[src/rtl/irq_pkg.sv]
package irq_pkg;
  localparam int DATA_W   = 32;
  localparam int ADDR_W   = 8;
  localparam int NUM_EVT  = 11;
  localparam int CODE_W   = 4;
  localparam logic [DATA_W-1:0] DEF_BITS = 32'h0000_07E7;
  localparam logic [DATA_W-1:0] RST_EN   = 32'h0000_07E7;
  localparam logic [ADDR_W-1:0] OFS_STAT = 8'h20;
  localparam logic [ADDR_W-1:0] OFS_EN   = 8'h28;

  // message code for a source position, 0 when the source has none
  function automatic logic [CODE_W-1:0] src_code(input int idx);
    if ((idx >= 0 && idx <= 2) || (idx >= 5 && idx <= 8))
      return CODE_W'(idx + 4);
    return '0;
  endfunction
endpackage

[src/rtl/irq_stat_bank.sv]
module irq_stat_bank
  import irq_pkg::*;
#(
  parameter int W = DATA_W,
  parameter int NE = NUM_EVT,
  parameter logic [W-1:0] DEF = DEF_BITS
) (
  input  logic          clk,
  input  logic          rst,
  input  logic [NE-1:0] evt_i,
  input  logic          clr_en,
  input  logic [W-1:0]  clr_bits,
  output logic [W-1:0]  stat_q
);
  localparam int LIVE = (NE < W) ? NE : W;

  for (genvar i = 0; i < W; i++) begin : g_bit
    if (i < LIVE && DEF[i]) begin : g_live
      always_ff @(posedge clk) begin
        if (rst)
          stat_q[i] <= 1'b0;
        else if (evt_i[i])
          stat_q[i] <= 1'b1;
        else if (clr_en && clr_bits[i])
          stat_q[i] <= 1'b0;
      end
    end else begin : g_rsvd
      assign stat_q[i] = 1'b0;
    end
  end

  logic [W-1:0] evt_ext;
  always_comb begin
    evt_ext = '0;
    evt_ext[LIVE-1:0] = evt_i[LIVE-1:0];
  end

  // a pulse on a defined bit is visible one edge later
  a_r2_event_sets: assert property (@(posedge clk) disable iff (rst)
    |(evt_ext & DEF) |=> ((stat_q & $past(evt_ext & DEF)) == $past(evt_ext & DEF)));

  // a clear without an event removes the written bits
  a_r3_clear_bits: assert property (@(posedge clk) disable iff (rst)
    (clr_en && (evt_ext == '0)) |=> ((stat_q & $past(clr_bits)) == '0));

  // bits neither written nor hit keep their value
  a_r3_hold_others: assert property (@(posedge clk) disable iff (rst)
    (evt_ext == '0) |=> ((stat_q & ~$past(clr_en ? clr_bits : '0))
                         == ($past(stat_q) & ~$past(clr_en ? clr_bits : '0))));

  // reserved positions never set
  a_r4_rsvd_zero: assert property (@(posedge clk) disable iff (rst)
    |evt_ext |=> ((stat_q & ~DEF) == '0));
endmodule

[src/rtl/irq_en_reg.sv]
module irq_en_reg
  import irq_pkg::*;
#(
  parameter int W = DATA_W,
  parameter logic [W-1:0] DEF = DEF_BITS,
  parameter logic [W-1:0] RST_VAL = RST_EN
) (
  input  logic         clk,
  input  logic         rst,
  input  logic         ld_en,
  input  logic [W-1:0] ld_val,
  output logic [W-1:0] en_q
);
  always_ff @(posedge clk) begin
    if (rst)
      en_q <= RST_VAL & DEF;
    else if (ld_en)
      en_q <= ld_val & DEF;
  end

  // the enable register only moves on its own write strobe
  a_r11_en_stable: assert property (@(posedge clk) disable iff (rst)
    !ld_en |=> (en_q == $past(en_q)));

  // a load is read back masked to the defined bits
  a_r6_en_load: assert property (@(posedge clk) disable iff (rst)
    ld_en |=> (en_q == ($past(ld_val) & DEF)));
endmodule

[src/rtl/irq_src_encoder.sv]
module irq_src_encoder
  import irq_pkg::*;
#(
  parameter int W = DATA_W,
  parameter int NE = NUM_EVT,
  parameter int CW = CODE_W
) (
  input  logic          clk,
  input  logic          rst,
  input  logic [W-1:0]  pend,
  output logic          irq_o,
  output logic          msg_valid_o,
  output logic [CW-1:0] msg_code_o
);
  localparam int LIVE = (NE < W) ? NE : W;

  logic          hit;
  logic [CW-1:0] code_n;

  always_comb begin
    hit    = 1'b0;
    code_n = '0;
    for (int i = LIVE - 1; i >= 0; i--) begin
      if (pend[i] && (src_code(i) != '0)) begin
        hit    = 1'b1;
        code_n = src_code(i);
      end
    end
  end

  always_ff @(posedge clk) begin
    if (rst) begin
      irq_o       <= 1'b0;
      msg_valid_o <= 1'b0;
      msg_code_o  <= '0;
    end else begin
      irq_o       <= |pend;
      msg_valid_o <= hit;
      msg_code_o  <= code_n;
    end
  end

  // idle message outputs carry code 0
  a_r8_idle_code: assert property (@(posedge clk) disable iff (rst)
    !msg_valid_o |-> (msg_code_o == '0));

  // a valid code lies in one of the two allowed ranges
  a_r8_code_range: assert property (@(posedge clk) disable iff (rst)
    msg_valid_o |-> ((msg_code_o >= 4 && msg_code_o <= 6) ||
                     (msg_code_o >= 9 && msg_code_o <= 12)));

  // a message never appears without the interrupt line
  a_r10_msg_implies_irq: assert property (@(posedge clk) disable iff (rst)
    msg_valid_o |-> irq_o);
endmodule

[src/rtl/irq_stat_unit.sv]
module irq_stat_unit
  import irq_pkg::*;
#(
  parameter int W  = DATA_W,
  parameter int AW = ADDR_W,
  parameter int NE = NUM_EVT,
  parameter int CW = CODE_W,
  parameter logic [AW-1:0] STAT_OFS = OFS_STAT,
  parameter logic [AW-1:0] EN_OFS   = OFS_EN
) (
  input  logic          clk,
  input  logic          rst,
  input  logic [NE-1:0] evt_i,
  input  logic          wr_en,
  input  logic [AW-1:0] addr,
  input  logic [W-1:0]  wdata,
  output logic [W-1:0]  rdata,
  output logic          irq_o,
  output logic          msg_valid_o,
  output logic [CW-1:0] msg_code_o
);
  logic [W-1:0] stat_q;
  logic [W-1:0] en_q;
  logic         stat_wr;
  logic         en_wr;

  assign stat_wr = wr_en && (addr == STAT_OFS);
  assign en_wr   = wr_en && (addr == EN_OFS);

  irq_stat_bank #(.W(W), .NE(NE), .DEF(DEF_BITS)) u_stat (
    .clk      (clk),
    .rst      (rst),
    .evt_i    (evt_i),
    .clr_en   (stat_wr),
    .clr_bits (wdata),
    .stat_q   (stat_q)
  );

  irq_en_reg #(.W(W), .DEF(DEF_BITS), .RST_VAL(RST_EN)) u_en (
    .clk    (clk),
    .rst    (rst),
    .ld_en  (en_wr),
    .ld_val (wdata),
    .en_q   (en_q)
  );

  irq_src_encoder #(.W(W), .NE(NE), .CW(CW)) u_enc (
    .clk         (clk),
    .rst         (rst),
    .pend        (stat_q & en_q),
    .irq_o       (irq_o),
    .msg_valid_o (msg_valid_o),
    .msg_code_o  (msg_code_o)
  );

  always_ff @(posedge clk) begin
    if (rst)
      rdata <= '0;
    else if (addr == STAT_OFS)
      rdata <= stat_q;
    else if (addr == EN_OFS)
      rdata <= en_q;
    else
      rdata <= '0;
  end

  // the interrupt line follows masked status with one register stage
  a_r7_irq_level: assert property (@(posedge clk) disable iff (rst)
    !$past(rst) |-> (irq_o == $past(|(stat_q & en_q))));

  // unused offsets read as zero
  a_r11_stray_read: assert property (@(posedge clk) disable iff (rst)
    ((addr != STAT_OFS) && (addr != EN_OFS)) |=> (rdata == '0));

  // read data reflects the pre-edge status
  a_r12_read_stat: assert property (@(posedge clk) disable iff (rst)
    (addr == STAT_OFS) |=> (rdata == $past(stat_q)));
endmodule

[config.mk]
export PLATFORM = sky130hd
export DESIGN_NAME = irq_stat_unit
export DESIGN_NICKNAME = d
export VERILOG_FILES = /design/src/rtl/irq_pkg.sv /design/src/rtl/irq_stat_bank.sv /design/src/rtl/irq_en_reg.sv /design/src/rtl/irq_src_encoder.sv /design/src/rtl/irq_stat_unit.sv
export SDC_FILE = /design/constraint.sdc
export NUM_CORES = 1
export LEC_CHECK = 0
export BUFFER_PORTS_ARGS = -buffer_cell sky130_fd_sc_hd__clkbuf_2
export CAP_MARGIN = 20
export CORE_MARGIN = 2
export CORE_UTILIZATION = 34
export CTS_BUF_LIST = sky130_fd_sc_hd__clkbuf_16
export CTS_CLUSTER_DIAMETER = 50
export DETAILED_ROUTE_END_ITERATION = 10
export PLACE_DENSITY_LB_ADDON = 0.2
export SYNTH_ARGS = -nofsm -noshare
export SYNTH_HDL_FRONTEND = slang
export SYNTH_HIERARCHICAL = 1
export SYNTH_SLANG_ARGS = --single-unit
export TNS_END_PERCENT = 30
[constraint.sdc]
create_clock -name clk -period 2.1 [get_ports clk]
set_clock_uncertainty 0.05 [all_clocks]
set_input_delay 0.21 -clock clk [delete_from_list [all_inputs] [get_ports clk]]
set_output_delay 0.21 -clock clk [all_outputs]
set_load 0.02 [all_outputs]
# ---- Yosys cells after proc, flatten, opt, wreduce, memory -nomap -nowiden
# Cells that the tools add are included.
dict set report classes {
  shift 0
  n_div 0
  n_reduce_logical 21
  multipliers 0
  muxes 48
  add_sub_neg 0
  order_cmp 0
  bitwise_logic 1
  eq_ne 2
}
# cell n
set ops {}
lappend ops {{4-bit two-way mux} 11}
lappend ops {{1-bit two-way mux} 32}
lappend ops {{32-bit OR reduction} 1}
lappend ops {{11-bit two-way mux} 2}
lappend ops {{2-bit nonzero test} 9}
lappend ops {{8-bit by 6-bit == test with 1-bit output, second input constant} 2}
lappend ops {{11-bit bitwise AND} 1}
lappend ops {{1-bit logical AND} 11}
lappend ops {{3-bit two-way mux} 3}
dict set report totals {
  mem_count 0
  mem_bits_ro 0
  mem_bits_rw 0
  elab_cells 86
  latchBits 0
  register_bits 33
  output_inout_bits 38
}

# ---- Depth between registers and ports, before layout
dict set report logic_depth {
  word_depth 10
  depth_mapped 7
  mapped_depth_nobuf 4
}

# ---- Hierarchy
# The synthesis kept the hierarchy.
# mod n_inst cells_per_inst area_per_inst_um2 seq_area_each_um2
set by_module_without_submodules {}
lappend by_module_without_submodules {irq_stat_unit 1 146 1626.6 640.6}
lappend by_module_without_submodules {irq_stat_bank 1 62 581.8 180.2}
lappend by_module_without_submodules {irq_en_reg 1 53 508.0 180.2}
lappend by_module_without_submodules {irq_src_encoder 1 32 279.0 120.1}

# ---- Worst setup path after synthesis
# No wires, ideal clock.
dict set report synth_timing {
  path_type {input to register}
  startpoint {input port addr[4]}
  endpoint {register u_en.en_q[9]}
  stages 7
  arrival_ps 1824
  n_path_buf 3
  slack_ps 107
  cell_sequence {or4b_1 > buf_6 > buf_6 > nor3_2 > buf_4 > nor2b_1 > a211o_1}
}
dict set report synth_between {
  elab_chain_cells 2
}
# element line_no
set synth_rtl {}
lappend synth_rtl {{start: declaration} irq_stat_unit.sv:15} ;# input logic [AW-1:0] addr,
lappend synth_rtl {{8-bit by 6-bit == test with 1-bit output} irq_stat_unit.sv:28} ;# assign en_wr = wr_en && (addr == EN_OFS);
lappend synth_rtl {{1-bit logical AND} irq_stat_unit.sv:28}
lappend synth_rtl {{via en_wr} irq_stat_unit.sv:25} ;# logic en_wr;
lappend synth_rtl {{end signal: assignment} irq_en_reg.sv:16} ;# en_q <= RST_VAL & DEF;
lappend synth_rtl {{end signal: assignment} irq_en_reg.sv:18} ;# en_q <= ld_val & DEF;
lappend synth_rtl {{end: declaration} irq_en_reg.sv:12} ;# output logic [W-1:0] en_q
# The timed path passes the listed nets, and every way through them passes these cells.
# A chain may end at the register's enable or synchronous reset.

# ---- Final worst setup path
dict set report layout_timing {
  startpoint {input port addr[4]}
  endpoint {register u_en.en_q[7]}
}
# Same word-level chain as after synthesis.

==> out/metrics.cfg <==
[critical_path]
critPathRequiredTime_ns = 2.23
crit_fanout = 16
reg2reg_from = u_stat/stat_q[2]
start_kind = input port
setup.worst_path.end_class = register
crit_path_end = u_en/en_q[7]
crit_path_max_incr_delay_ns = 0.74
worstSetupStartpoint = addr[4]
slowest_stage = or4b_2
criticalPathCategory = in -> reg
regToRegEndpoint = u_enc/irq_o
crit_chain = clkbuf_2 -> or4b_2 -> nor3_2 -> buf_4 -> and2b_1 -> a211o_1
cp.arrival_ns = 1.85
rrSetupSlack_ns = 0.64
worstRegToRegCells = 4

[cts]
cts_tree = built
cts_resized = 0
insertion_delay_ns = 0.29
post-cts-setup-buffers = 0
cts.path.max_buffers = 2
root_buffer = clkbuf_16
htreeDepth = 2
cts.sinks = 56
hold_buffers = 0
path_clk_slew_ns = 0.07
cts_made_buffers = 5

[die]
io_pins = 92
design.core.area_mm2 = 0.008636
initial_utilization = 0.3469
die-area_mm2 = 0.009577
fp-row-count = 34
die_x_um = 97.86
die_h_um = 97.86

[sta]
fmax_ghz = 0.5793
fin_tns_setup_ns = 0
setup_slack_ns = 0.3738
max-slew-margin-rel = 0.6598
finalSetupViolations = 0
fin_crit_sh = 0.8220
rsz0062_at_grt = no
hold_violations = 0
fin_crit_ns = 1.726
holdWs_ns = 0.09851
tightest_slew_ns = 0.5104
maxSlewViolCount = 0

[placed_design]
pre_cts_ws_ns = 0.06779
dp_hpwl_um = 3993
port_buffers = 66
dp_cells = 458
place_congestion = 0.7320

[drt]
dr.pass1.iters = 4
drt-total-wl_um = 5517
drt.antenna.violating_nets = 0
route.vias.total = 1979
wl_per_cell_um = 11.89
vias_per_cell = 4.265
drtIter0Drc = 54
drc = 0

[global_routing]
use_met2 = 0.1855
grt_start_max_net_pins = 33
overflow = 0
use_met1 = 0.1609
grt_usage = 0.1197
grt_pass1_wl_um = 9011
busiest_layer = met2
antenna_found_initial = 0
grt_pass1_vias = 1857
use_met3 = 0.03150

[pwr]
powerDensity_mw_per_mm2 = 670.9
ir_drop_v = 0.0002772
p_leak_nw = 1.480

[synth]
synth_warnings = 6
synth_top_area_cell = dfxtp_1
synth.cell_area_mm2 = 0.002995
synth-seq-cells = 56
netlist.area_leader.share = 0.3743
synth_seq_area_share = 0.3743
synth.avg_cell_area_um2 = 10.22
synthTopCellsByArea = dfxtp_1 37%, buf_4 12%, mux2i_1 11%, nor3_2 11%, and2_1 6.7%
synth_cell_type_count = 29
netlist_instances = 293

[cells_and_area]
areaGrowthSynthToFinish_pct = 12.82
post-route-util = 0.3913
fillers = 894
stdcell_count = 464
layout-drive-gt1-share = 0.3567
multi_input_area_mm2 = 0.001516
register_area_mm2 = 0.001121
diodes = 0
final_nets = 411

[worst_hold_path]
hold_depth = 2
worstHoldPathType = in -> reg

[run]
cap_viol_max_count = 0

[run_status]
status = complete, no violations

-- sequential cells by signal, summed over array words and instances, names as in the netlist --
register           count
rdata                 32
u_en/en_q              9
u_enc/irq_o            1
u_enc/msg_code_o       4
u_enc/msg_valid_o      1
u_stat/stat_q          9
-- synth_stat cells --
master	count
and3_1	1
conb_1	2
buf_6	9
or4b_1	1
or3_4	1
nor3_1	6
dfxtp_1	56
o21bai_1	1
a21oi_1	1
and2b_1	4
a31oi_1	1
o21a_1	1
buf_2	5
nor3_2	32
and2_1	32
or4b_2	1
a211oi_1	1
nor2b_1	6
nor3b_2	1
buf_1	1
a311oi_2	9
nor4_1	6
buf_4	47
and4_1	1
inv_1	11
or4_1	1
mux2i_1	32
a211o_1	9
nor2_1	14
-- final cells by class --
cell class | count | share of cell area
multi-input combinational | 208 | 0.4487
sequential | 56 | 0.3317
timing repair buffer | 75 | 0.1214
tap | 108 | 0.03999
clock buffer | 5 | 0.03702
inverter | 11 | 0.01222
clock inverter | 1 | 0.008886
-- metal layers --
layer  share of wire  up-vias
met5               0        -
met4           0.020        0
met3           0.057        9
met2            0.44       57
met1            0.48      869
li1                -     1044
-- placed cells by master, fill, tap and decap left out, types with 2 or more instances in the layout --
cell type,count
a211o_1,9
a311oi_2,9
and2_1,32
and2b_1,4
buf_4,8
clkbuf_16,5
clkbuf_2,66
conb_1,46
dfxtp_1,56
inv_1,11
mux2i_1,32
nor2_1,14
nor2b_1,6
nor3_1,6
nor3_2,32
nor4_1,6
or4b_2,2
-- worst min path at each step --
stage / start / endpoint / slack (ns)
6_report: wdata[0] / u_stat/stat_q[0] / 0.1
5_1_grt: wdata[0] / u_stat/stat_q[0] / 0.1
4_1_cts: wdata[0] / u_stat/stat_q[0] / 0.1
3_5_place_dp: wdata[0] / u_stat/stat_q[0] / 0.41
3_3_place_gp: wdata[1] / u_en/en_q[1] / 0.41
2_1_floorplan: rst / u_enc/irq_o / 0.23
-- worst max-delay path: cells and delay by family --
kind | cells | cell delay (ns)
and+or+nand+nor | 3 | 1.12
buffers and inverters | 2 | 0.31
AOI/OAI and AO/OA | 1 | 0.21
-- power by group --
group	internal (mW)	total [mW]	switching [mW]
Clock	0.550	0.912	0.362
Combinational	0.110	0.260	0.150
Sequential	1.08	1.10	0.0120
Total	1.74	2.27	0.523
-- logic make-up (layout without fill, tap and decap cells) --
family / count (synthesis) / in the layout / synth area share
buffers and inverters: 73 / 92 / 0.1750
AOI/OAI and AO/OA: 23 / 23 / 0.08271
DFF: 56 / 56 / 0.3743
muxes: 32 / 32 / 0.1069
other: 2 / 46 / 0.002507
and+or+nand+nor: 107 / 107 / 0.2586
-- per-stage QoR --
| stage | area, µm² | power [mW] |
|---|---|---|
| final | 3379 | 2.267 |
| after global routing | 3379 | 2.389 |
| after CTS | 3379 | 2.298 |
| after detailed placement | 3224 | 1.375 |
| after global placement | 3224 | 1.372 |
| after floorplan | 3161 | 1.373 |
No activity file was read; power rests on OpenSTA's default activity.
